## config.mk

```make
export PLATFORM = sky130hd
export DESIGN_NAME = pmc_top
export DESIGN_NICKNAME = d
export VERILOG_FILES = /design/src/rtl/pmc_pkg.sv /design/src/rtl/pmc_sync2.sv /design/src/rtl/pmc_pin_qual.sv /design/src/rtl/pmc_bo_timer.sv /design/src/rtl/pmc_mode_fsm.sv /design/src/rtl/pmc_top.sv
export SDC_FILE = /design/constraint.sdc
export NUM_CORES = 1
export LEC_CHECK = 0
export ABC_AREA = 0
export BUFFER_PORTS_ARGS = -buffer_cell sky130_fd_sc_hd__buf_2
export CAP_MARGIN = 40
export CORE_UTILIZATION = 40
export CTS_BUF_LIST = sky130_fd_sc_hd__clkbuf_4 sky130_fd_sc_hd__clkbuf_8
export DETAILED_ROUTE_END_ITERATION = 6
export SLEW_MARGIN = 30
export SYNTH_ARGS = -nofsm -noshare
export SYNTH_HDL_FRONTEND = slang
export SYNTH_SLANG_ARGS = --single-unit
```

## constraint.sdc

```tcl
create_clock -name clk_osc -period 2.1 [get_ports clk_osc]
set_input_delay 0.42 -clock clk_osc [delete_from_list [all_inputs] [get_ports clk_osc]]
set_output_delay 0.42 -clock clk_osc [all_outputs]
set_load 0.05 [all_outputs]
```

## src/rtl/pmc_pkg.sv

```systemverilog
// Package: shared types of the reset and power-mode controller.
// Assumes: none; it holds only types.
package pmc_pkg;
    typedef enum logic [1:0] {
        PM_RUN   = 2'd0,
        PM_IDLE  = 2'd1,
        PM_PDOWN = 2'd2
    } pm_mode_t;
endpackage

```

## src/rtl/pmc_sync2.sv

```systemverilog
// Two-flop synchroniser for asynchronous level inputs.
// Assumes: each input is a level that is held for several clock periods.
module pmc_sync2 #(
    parameter int WIDTH = 1
) (
    input  logic             clk,
    input  logic             rst_n,
    input  logic [WIDTH-1:0] d,
    output logic [WIDTH-1:0] q
);
    logic [WIDTH-1:0] stage1;

    // Shift the asynchronous level through two flops.
    always_ff @(posedge clk) begin
        if (!rst_n) begin
            stage1 <= '0;
            q      <= '0;
        end else begin
            stage1 <= d;
            q      <= stage1;
        end
    end
endmodule

```

## src/rtl/pmc_pin_qual.sv

```systemverilog
// Reset pin qualifier: it counts machine cycles while the synchronised pin is
// high. It raises 'qualified' after MC_COUNT full machine cycles of
// MC_CLKS clocks each, and lowers it as soon as the pin is seen low.
// Assumes: MC_CLKS >= 2 and MC_COUNT >= 1; pin_s is already synchronised.
module pmc_pin_qual #(
    parameter int MC_CLKS  = 12,
    parameter int MC_COUNT = 2
) (
    input  logic clk,
    input  logic rst_n,
    input  logic pin_s,
    output logic qualified
);
    localparam int PW = $clog2(MC_CLKS);
    localparam int CW = $clog2(MC_COUNT + 1);

    logic [PW-1:0] phase;
    logic [CW-1:0] mcycles;

    // Count the clock phase and the machine cycles of a continuous high level.
    always_ff @(posedge clk) begin
        if (!rst_n || !pin_s) begin
            phase     <= '0;
            mcycles   <= '0;
            qualified <= 1'b0;
        end else if (phase == PW'(MC_CLKS - 1)) begin
            phase <= '0;
            if (!qualified) begin
                mcycles <= mcycles + 1'b1;
            end
            if (mcycles == CW'(MC_COUNT - 1)) begin
                qualified <= 1'b1;
            end
        end else begin
            phase <= phase + 1'b1;
        end
    end

    // the reset is qualified only when the pin was high the cycle before.
    a_r2_needs_pin: assert property (@(posedge clk) disable iff (!rst_n)
        $rose(qualified) |-> $past(pin_s));

    // when the pin is seen low, the qualified reset drops.
    a_r4_release: assert property (@(posedge clk) disable iff (!rst_n)
        !pin_s |=> !qualified);
endmodule

```

## src/rtl/pmc_bo_timer.sv

```systemverilog
// Brown-out recovery timer: it holds the reset while the flag is high, then
// for BO_DELAY more clocks. A new flag during the delay reloads the count.
// Assumes: bo_s is already synchronised and BO_DELAY >= 1.
module pmc_bo_timer #(
    parameter int BO_DELAY = 180000
) (
    input  logic clk,
    input  logic rst_n,
    input  logic bo_s,
    output logic bo_rst
);
    localparam int CW = $clog2(BO_DELAY + 1);

    logic [CW-1:0] remain;

    // Load the count while in brown-out and count it down afterwards.
    always_ff @(posedge clk) begin
        if (!rst_n) begin
            remain <= '0;
        end else if (bo_s) begin
            remain <= CW'(BO_DELAY);
        end else if (remain != '0) begin
            remain <= remain - 1'b1;
        end
    end

    // Hold the reset during brown-out and for the rest of the delay.
    always_comb begin
        bo_rst = bo_s || (remain != '0);
    end

    // with the flag low, the remaining delay never grows.
    a_r10_no_growth: assert property (@(posedge clk) disable iff (!rst_n)
        (!bo_s && $past(!bo_s)) |-> (remain <= $past(remain)));

    // a brown-out during the delay brings back the full count.
    a_r11_restart: assert property (@(posedge clk) disable iff (!rst_n)
        bo_s |=> (remain == CW'(BO_DELAY)));
endmodule

```

## src/rtl/pmc_mode_fsm.sv

```systemverilog
// Power-mode state machine: run, idle and power-down.
// Assumes: 'hold' is high for any hardware reset. The requests are sampled
// only in run mode, and power-down wins over idle.
module pmc_mode_fsm
    import pmc_pkg::*;
(
    input  logic     clk,
    input  logic     rst_n,
    input  logic     hold,
    input  logic     idle_req,
    input  logic     pdown_req,
    input  logic     irq_pending,
    output pm_mode_t mode
);
    pm_mode_t mode_nx;

    // Pick the next mode from the requests and the exit conditions.
    always_comb begin
        mode_nx = mode;
        if (hold) begin
            mode_nx = PM_RUN;
        end else begin
            unique case (mode)
                PM_RUN: begin
                    if (pdown_req)     mode_nx = PM_PDOWN;
                    else if (idle_req) mode_nx = PM_IDLE;
                end
                PM_IDLE: begin
                    if (irq_pending) mode_nx = PM_RUN;
                end
                PM_PDOWN: mode_nx = PM_PDOWN;
                default:  mode_nx = PM_RUN;
            endcase
        end
    end

    // Register the mode.
    always_ff @(posedge clk) begin
        if (!rst_n) mode <= PM_RUN;
        else        mode <= mode_nx;
    end

    // only a hardware reset ends power-down.
    a_r7_pdown_sticky: assert property (@(posedge clk) disable iff (!rst_n)
        (mode == PM_PDOWN && !hold) |=> (mode == PM_PDOWN));

    // a pending interrupt ends idle.
    a_r6_idle_wake: assert property (@(posedge clk) disable iff (!rst_n)
        (mode == PM_IDLE && irq_pending) |=> (mode == PM_RUN));

    // while a reset is held, the mode is run.
    a_r12_run_in_reset: assert property (@(posedge clk) disable iff (!rst_n)
        hold |=> (mode == PM_RUN));
endmodule

```

## src/rtl/pmc_top.sv

```systemverilog
// Reset and power-mode controller top. It synchronises the reset pin and the
// brown-out flag, qualifies the pin in machine cycles, times the brown-out
// recovery, and drives the reset, the clock enables and the port controls.
// Assumes: clk_osc keeps running in the model even while osc_en is low.
module pmc_top #(
    parameter int                 MC_CLKS     = 12,
    parameter int                 MC_COUNT    = 2,
    parameter int                 BO_DELAY    = 180000,
    parameter int                 PORT_BITS   = 16,
    parameter logic [PORT_BITS-1:0] EXEMPT_MASK = PORT_BITS'(3)
) (
    input  logic                 clk_osc,
    input  logic                 por_n,
    input  logic                 reset_pin,
    input  logic                 brownout,
    input  logic                 idle_req,
    input  logic                 pdown_req,
    input  logic                 irq_pending,
    output logic                 core_rst_n,
    output logic                 cpu_clk_en,
    output logic                 periph_clk_en,
    output logic                 osc_en,
    output logic                 port_force_high,
    output logic [PORT_BITS-1:0] port_weak_high
);
    import pmc_pkg::*;

    logic [1:0] sync_q;
    logic       pin_s;
    logic       bo_s;
    logic       pin_rst;
    logic       bo_rst;
    logic       rst_any;
    pm_mode_t   mode;

    pmc_sync2 #(.WIDTH(2)) i_sync (
        .clk   (clk_osc),
        .rst_n (por_n),
        .d     ({brownout, reset_pin}),
        .q     (sync_q)
    );

    assign pin_s = sync_q[0];
    assign bo_s  = sync_q[1];

    pmc_pin_qual #(.MC_CLKS(MC_CLKS), .MC_COUNT(MC_COUNT)) i_qual (
        .clk       (clk_osc),
        .rst_n     (por_n),
        .pin_s     (pin_s),
        .qualified (pin_rst)
    );

    pmc_bo_timer #(.BO_DELAY(BO_DELAY)) i_bo (
        .clk    (clk_osc),
        .rst_n  (por_n),
        .bo_s   (bo_s),
        .bo_rst (bo_rst)
    );

    assign rst_any = pin_rst || bo_rst;

    pmc_mode_fsm i_fsm (
        .clk         (clk_osc),
        .rst_n       (por_n),
        .hold        (rst_any),
        .idle_req    (idle_req),
        .pdown_req   (pdown_req),
        .irq_pending (irq_pending),
        .mode        (mode)
    );

    // Register the core reset and the port force-high control.
    always_ff @(posedge clk_osc) begin
        if (!por_n) begin
            core_rst_n      <= 1'b0;
            port_force_high <= 1'b1;
        end else begin
            core_rst_n      <= !rst_any;
            port_force_high <= pin_s || rst_any;
        end
    end

    // Derive the clock enables from the mode; the pin wakes the oscillator.
    always_comb begin
        cpu_clk_en    = (mode == PM_RUN);
        periph_clk_en = (mode != PM_PDOWN);
        osc_en        = (mode != PM_PDOWN) || pin_s;
    end

    // One weak pull-up per port bit; the exempt bits are tied off.
    for (genvar gi = 0; gi < PORT_BITS; gi++) begin : g_weak
        if (EXEMPT_MASK[gi]) begin : g_exempt
            assign port_weak_high[gi] = 1'b0;
        end else begin : g_pull
            always_ff @(posedge clk_osc) begin
                if (!por_n) port_weak_high[gi] <= 1'b0;
                else        port_weak_high[gi] <= bo_s;
            end
        end
    end

    // the force-high control follows the pin before qualification.
    a_r3_force_on_pin: assert property (@(posedge clk_osc) disable iff (!por_n)
        pin_s |=> port_force_high);

    // a brown-out always holds the core in reset.
    a_r9_bo_reset: assert property (@(posedge clk_osc) disable iff (!por_n)
        bo_s |=> !core_rst_n);

    // in power-down, a high pin keeps the oscillator on.
    a_r8_osc_wake: assert property (@(posedge clk_osc) disable iff (!por_n)
        (pin_s && !periph_clk_en) |-> osc_en);
endmodule

```

==> metrics list <==
- The flow ran to the end, but the final reports show violations.
* Failing checks: negative setup slack
- Setup repair after global routing could not meet its margin everywhere.
- The synthesized netlist devotes 1.64% of its cell area to XOR and XNOR gates.
* CP Class: reg2reg
* Number of cells on the worst reg-to-reg path: 4
* Post-synthesis cell type count: 46
* Fraction of power consumed by sequential logic: 32.6%
* Final Hold Fails: 0
- STA puts the critical path data required time at 2.27 ns.
- Routability congestion estimate from global placement: 0.839
- Cell Rows: 22
* Crit path launch type: flip-flop
- TritonCTS built the clock tree.
- In the synthesized netlist, the number of instances is 181.
* Half-perimeter wire length after detailed placement: 2.42 mm
- Summing the areas of all compound-gate instances in the mapped netlist gives 15.7% of the synthesized area.
- Simple-gate share of the synthesized area: 26.6%
- Worst clock skew on the final layout: 0.00750 ns
- Entering global routing, the biggest net connects 15 pins.
- Count of hold-fix buffers inserted at cts: 0
* Fraction of the mapped netlist area in adder cells: 3.12%
- After clock tree synthesis, the clock-pin slew on the worst setup and hold paths is 0.06 ns.
- Commonest non-fill, non-tap cells in the layout: sky130_fd_sc_hd__dfxtp_1, sky130_fd_sc_hd__buf_2, sky130_fd_sc_hd__buf_4, sky130_fd_sc_hd__nor2_1, sky130_fd_sc_hd__nand2_1
- The floorplan step defined a die boundary enclosing 4270 µm².
- HP Start: reset_pin
- Using the TritonRoute via totals, the vias-per-cell ratio works out to 5.16.
- Num Clock Sinks: 34
* I/O pin cnt: 28
- Clk Latency, worst-skew pair: 0.28 ns
* Final worst setup slack: -0.0183 ns
* Number of buffers created by CTS: 5
- Max-cap violations in this run came to 0.
* Top cell by count, worst path: sky130_fd_sc_hd__or4_4
- Worst hold-check path type: in2reg
- The internal power of the cells totals 1.76 mW.
* Placed cell count: 257
* Proportion of synthesized chip area in sequential cells: 42.4%
- On the worst path, the slowest cell contributes a delay of 0.51 ns.
* Post-Syn Area per Cell: 8.88 µm²
- In the synthesized netlist the dominant register cell turns out to be sky130_fd_sc_hd__dfxtp_1.
- Portion of netlist area occupied by mux cells: 0.623%
- Horizontal die dimension: 65.4 µm
- The endpoint identified for the worst register-to-register timing path is port_force_high.
* Wire length of the first global-routing pass: 5.54 mm
- Cells traversed along the worst timing path: or4_4 -> or4_4 -> or4_4 -> or2_1
- Antenna-violating nets left: 0
- Across all layers, the routed design uses 1368 vias.
- Port buffering added 25 buffers.
* Final number of max-transition violations: 0
* Maximum clock insertion buffer count: 2
- The synthesized design contains 0 enable-type register cells.
- CP max FO: 5
- Worst Hold Path Cells: 2
- The worst register-to-register path begins at i_bo.remain[9].
- Remaining global-route overflow: 0
- Power spread over the standard cell area amounts to 1490 nW/µm².
- GRT Resource Usage Total: 17.1%
* Part of the cycle the worst path needs: 101%
- Timing would allow up to 472 MHz.
- Setup slack on the worst reg-to-reg path comes out at -0.02 ns.
- Share of post-route cells with drive strength above 1: 31.3%
- Commonest non-fill, non-tap cell in the layout: sky130_fd_sc_hd__dfxtp_1
* Number of antenna violations at the first check in global routing: 0
* Initial core utilization: 42.9%
- In this run the static leakage power is 0.818 nW.
- The synthesized design contains 34 register bits.
- Fraction of registers with async set/reset: 0%
* Largest family of logic cells by synthesized area: simple AND/OR/NAND/NOR gates
- Net switching is 38.8% of the power.
- Worst-case vdd ir drop: 0.827 mV
- DR DRC count: 0
* Vias in the first global route: 1244
- Total length of routed wires: 3.23 mm
- Part of the power in combinational logic: 50.1%
- At the worst endpoint, the arrival time is 2.29 ns.
- The pre-antenna-repair detailed-routing pass consisted of 4 iterations.
- For hold timing, the worst endpoint is i_sync.stage1[0].
- Count of synthesis-stage warnings from yosys: 0
- Area added between synthesis and finish: 20.5%
- The final layout contains 227 nets.
- Clock power frac: 17.3%
- Net switching component of the power: 1.12 mW
- The tree is rooted in a sky130_fd_sc_hd__clkbuf_8.
- Mapped Area: 1610 µm²
* Finish-stage setup viols: 1
- For the finished layout, the period the worst path requires is 2.12 ns.
- The worst setup path is captured at a flip-flop.
- The core region is 3740 µm².
- The repair_antennas step left the layout with diodes totalling 0.
* Slowest CP cell: sky130_fd_sc_hd__or4_4
* Overall power: 2.88 mW
- The clock tree synthesis step divided the H-tree into 2 levels.
- In this run the vertical extent of the chip is 65.4 µm.
- The detailed router finished its first iteration with 30 violations.
* Routed length per placed instance: 12.2 µm
- Timing analysis after detailed placement gives a worst setup slack of -0.0415 ns.
- Post-route insts no fill: 265
-- layout make-up --
type / count / area (µm²)
clock buffers: 7 / 90.1
repair buffers: 45 / 275
flip-flops and latches: 34 / 682
well taps: 48 / 60.1
fillers: 363 / 1810
clock inverters: 1 / 5.00
inverters: 8 / 30.0
multi-input cells: 122 / 793
-- sequential cells by signal, indices dropped and copies added, names as in the netlist, 2 cells and up --
name            flops
i_bo.remain        18
i_sync.stage1       2
i_qual.phase        4
i_fsm.mode          2
i_sync.q            2
i_qual.mcycles      2
-- cells by family (layout without fill, tap and decap cells) --
| group | Yosys count | after routing |
|---|---|---|
| AOI/OAI and AO/OA | 35 | 35 |
| xor gates and xnor gates | 3 | 3 |
| adders and majority gates | 4 | 4 |
| buffers and inverters | 26 | 61 |
| DFF | 34 | 34 |
| muxes | 1 | 1 |
| other | 1 | 2 |
| and+or+nand+nor | 77 | 77 |
-- through the flow --
step / utilization, % / setup TNS (ns) / instance area [µm²] / hold slack [ns]
finish: 51.7 / -0.0183 / 1940 / 0.339
global route: 51.7 / -0.0743 / 1940 / 0.339
CTS: 51.4 / -0.0398 / 1920 / 0.330
detailed placement: 48.7 / -0.0415 / 1820 / 0.422
global placement: 48.7 / -0.0257 / 1820 / 0.414
floorplan: - / -0.109 / 1620 / 0.412
-- routing by layer --
metal / vias to the layer above / routed length [µm] / global-route usage, %
met1: 622 / 1570 / 20.2
met3: 4 / 155 / 5.21
met4: 0 / 38 / 6.52
met5: - / 0 / 0
met2: 38 / 1470 / 29.0
li1: 704 / - / -
-- cells in the mapped netlist, types with 2 or more instances --
| library cell | count | area, µm² |
|---|---|---|
| sky130_fd_sc_hd__a211oi_1 | 2 | 15.0 |
| sky130_fd_sc_hd__a21oi_1 | 8 | 40.0 |
| sky130_fd_sc_hd__a31oi_1 | 3 | 18.8 |
| sky130_fd_sc_hd__and2_1 | 5 | 31.3 |
| sky130_fd_sc_hd__buf_4 | 15 | 113 |
| sky130_fd_sc_hd__clkbuf_1 | 2 | 7.51 |
| sky130_fd_sc_hd__dfxtp_1 | 34 | 681 |
| sky130_fd_sc_hd__ha_1 | 4 | 50.1 |
| sky130_fd_sc_hd__inv_1 | 8 | 30.0 |
| sky130_fd_sc_hd__nand2_1 | 11 | 41.3 |
| sky130_fd_sc_hd__nand2b_1 | 3 | 18.8 |
| sky130_fd_sc_hd__nand3_1 | 7 | 35.0 |
| sky130_fd_sc_hd__nand3b_1 | 2 | 15.0 |
| sky130_fd_sc_hd__nor2_1 | 16 | 60.1 |
| sky130_fd_sc_hd__nor2b_1 | 3 | 18.8 |
| sky130_fd_sc_hd__nor3_1 | 10 | 50.1 |
| sky130_fd_sc_hd__nor4_1 | 4 | 25.0 |
| sky130_fd_sc_hd__o21a_1 | 2 | 15.0 |
| sky130_fd_sc_hd__o21ai_0 | 2 | 10.0 |
| sky130_fd_sc_hd__o31a_1 | 5 | 43.8 |
| sky130_fd_sc_hd__o31ai_1 | 4 | 30.0 |
| sky130_fd_sc_hd__or2_2 | 2 | 12.5 |
| sky130_fd_sc_hd__or3_1 | 2 | 12.5 |
| sky130_fd_sc_hd__or4_1 | 3 | 22.5 |
| sky130_fd_sc_hd__or4_4 | 2 | 22.5 |
| sky130_fd_sc_hd__xnor2_1 | 2 | 17.5 |
-- critical path: cells and delay by family (launching register included) --
kind / cells / cell delay (ns)
DFF: 1 / 0.34
and+or+nand+nor: 4 / 1.67
-- power by group through the flow --
stage | logic (mW) | clock network (mW) | registers [mW]
4_1_cts | 1.42 | 0.521 | 0.933
3_3_place_gp | 1.37 | 0 | 0.931
5_1_grt | 1.58 | 0.558 | 0.964
2_1_floorplan | 0.918 | 0 | 0.959
6_report | 1.44 | 0.499 | 0.939
3_5_place_dp | 1.39 | 0 | 0.944
-- worst max path at each step --
stage	startpoint	endpoint	slack, ns	cells past startpoint
after global routing	i_bo.remain[9]	port_force_high	-0.07	4
after detailed placement	i_bo.remain[9]	port_force_high	-0.04	4
final	i_bo.remain[9]	port_force_high	-0.02	4
after CTS	i_bo.remain[0]	port_force_high	-0.04	6
after global placement	i_bo.remain[9]	port_force_high	-0.03	4
after floorplan	i_bo.remain[11]	port_force_high	-0.11	5
-- repair_timing --
item,in CTS,in global routing
endpoints found under the setup margin,1,3
buffers inserted,0,0
resized for setup,2,4
(Power assumes the default switching activity.)
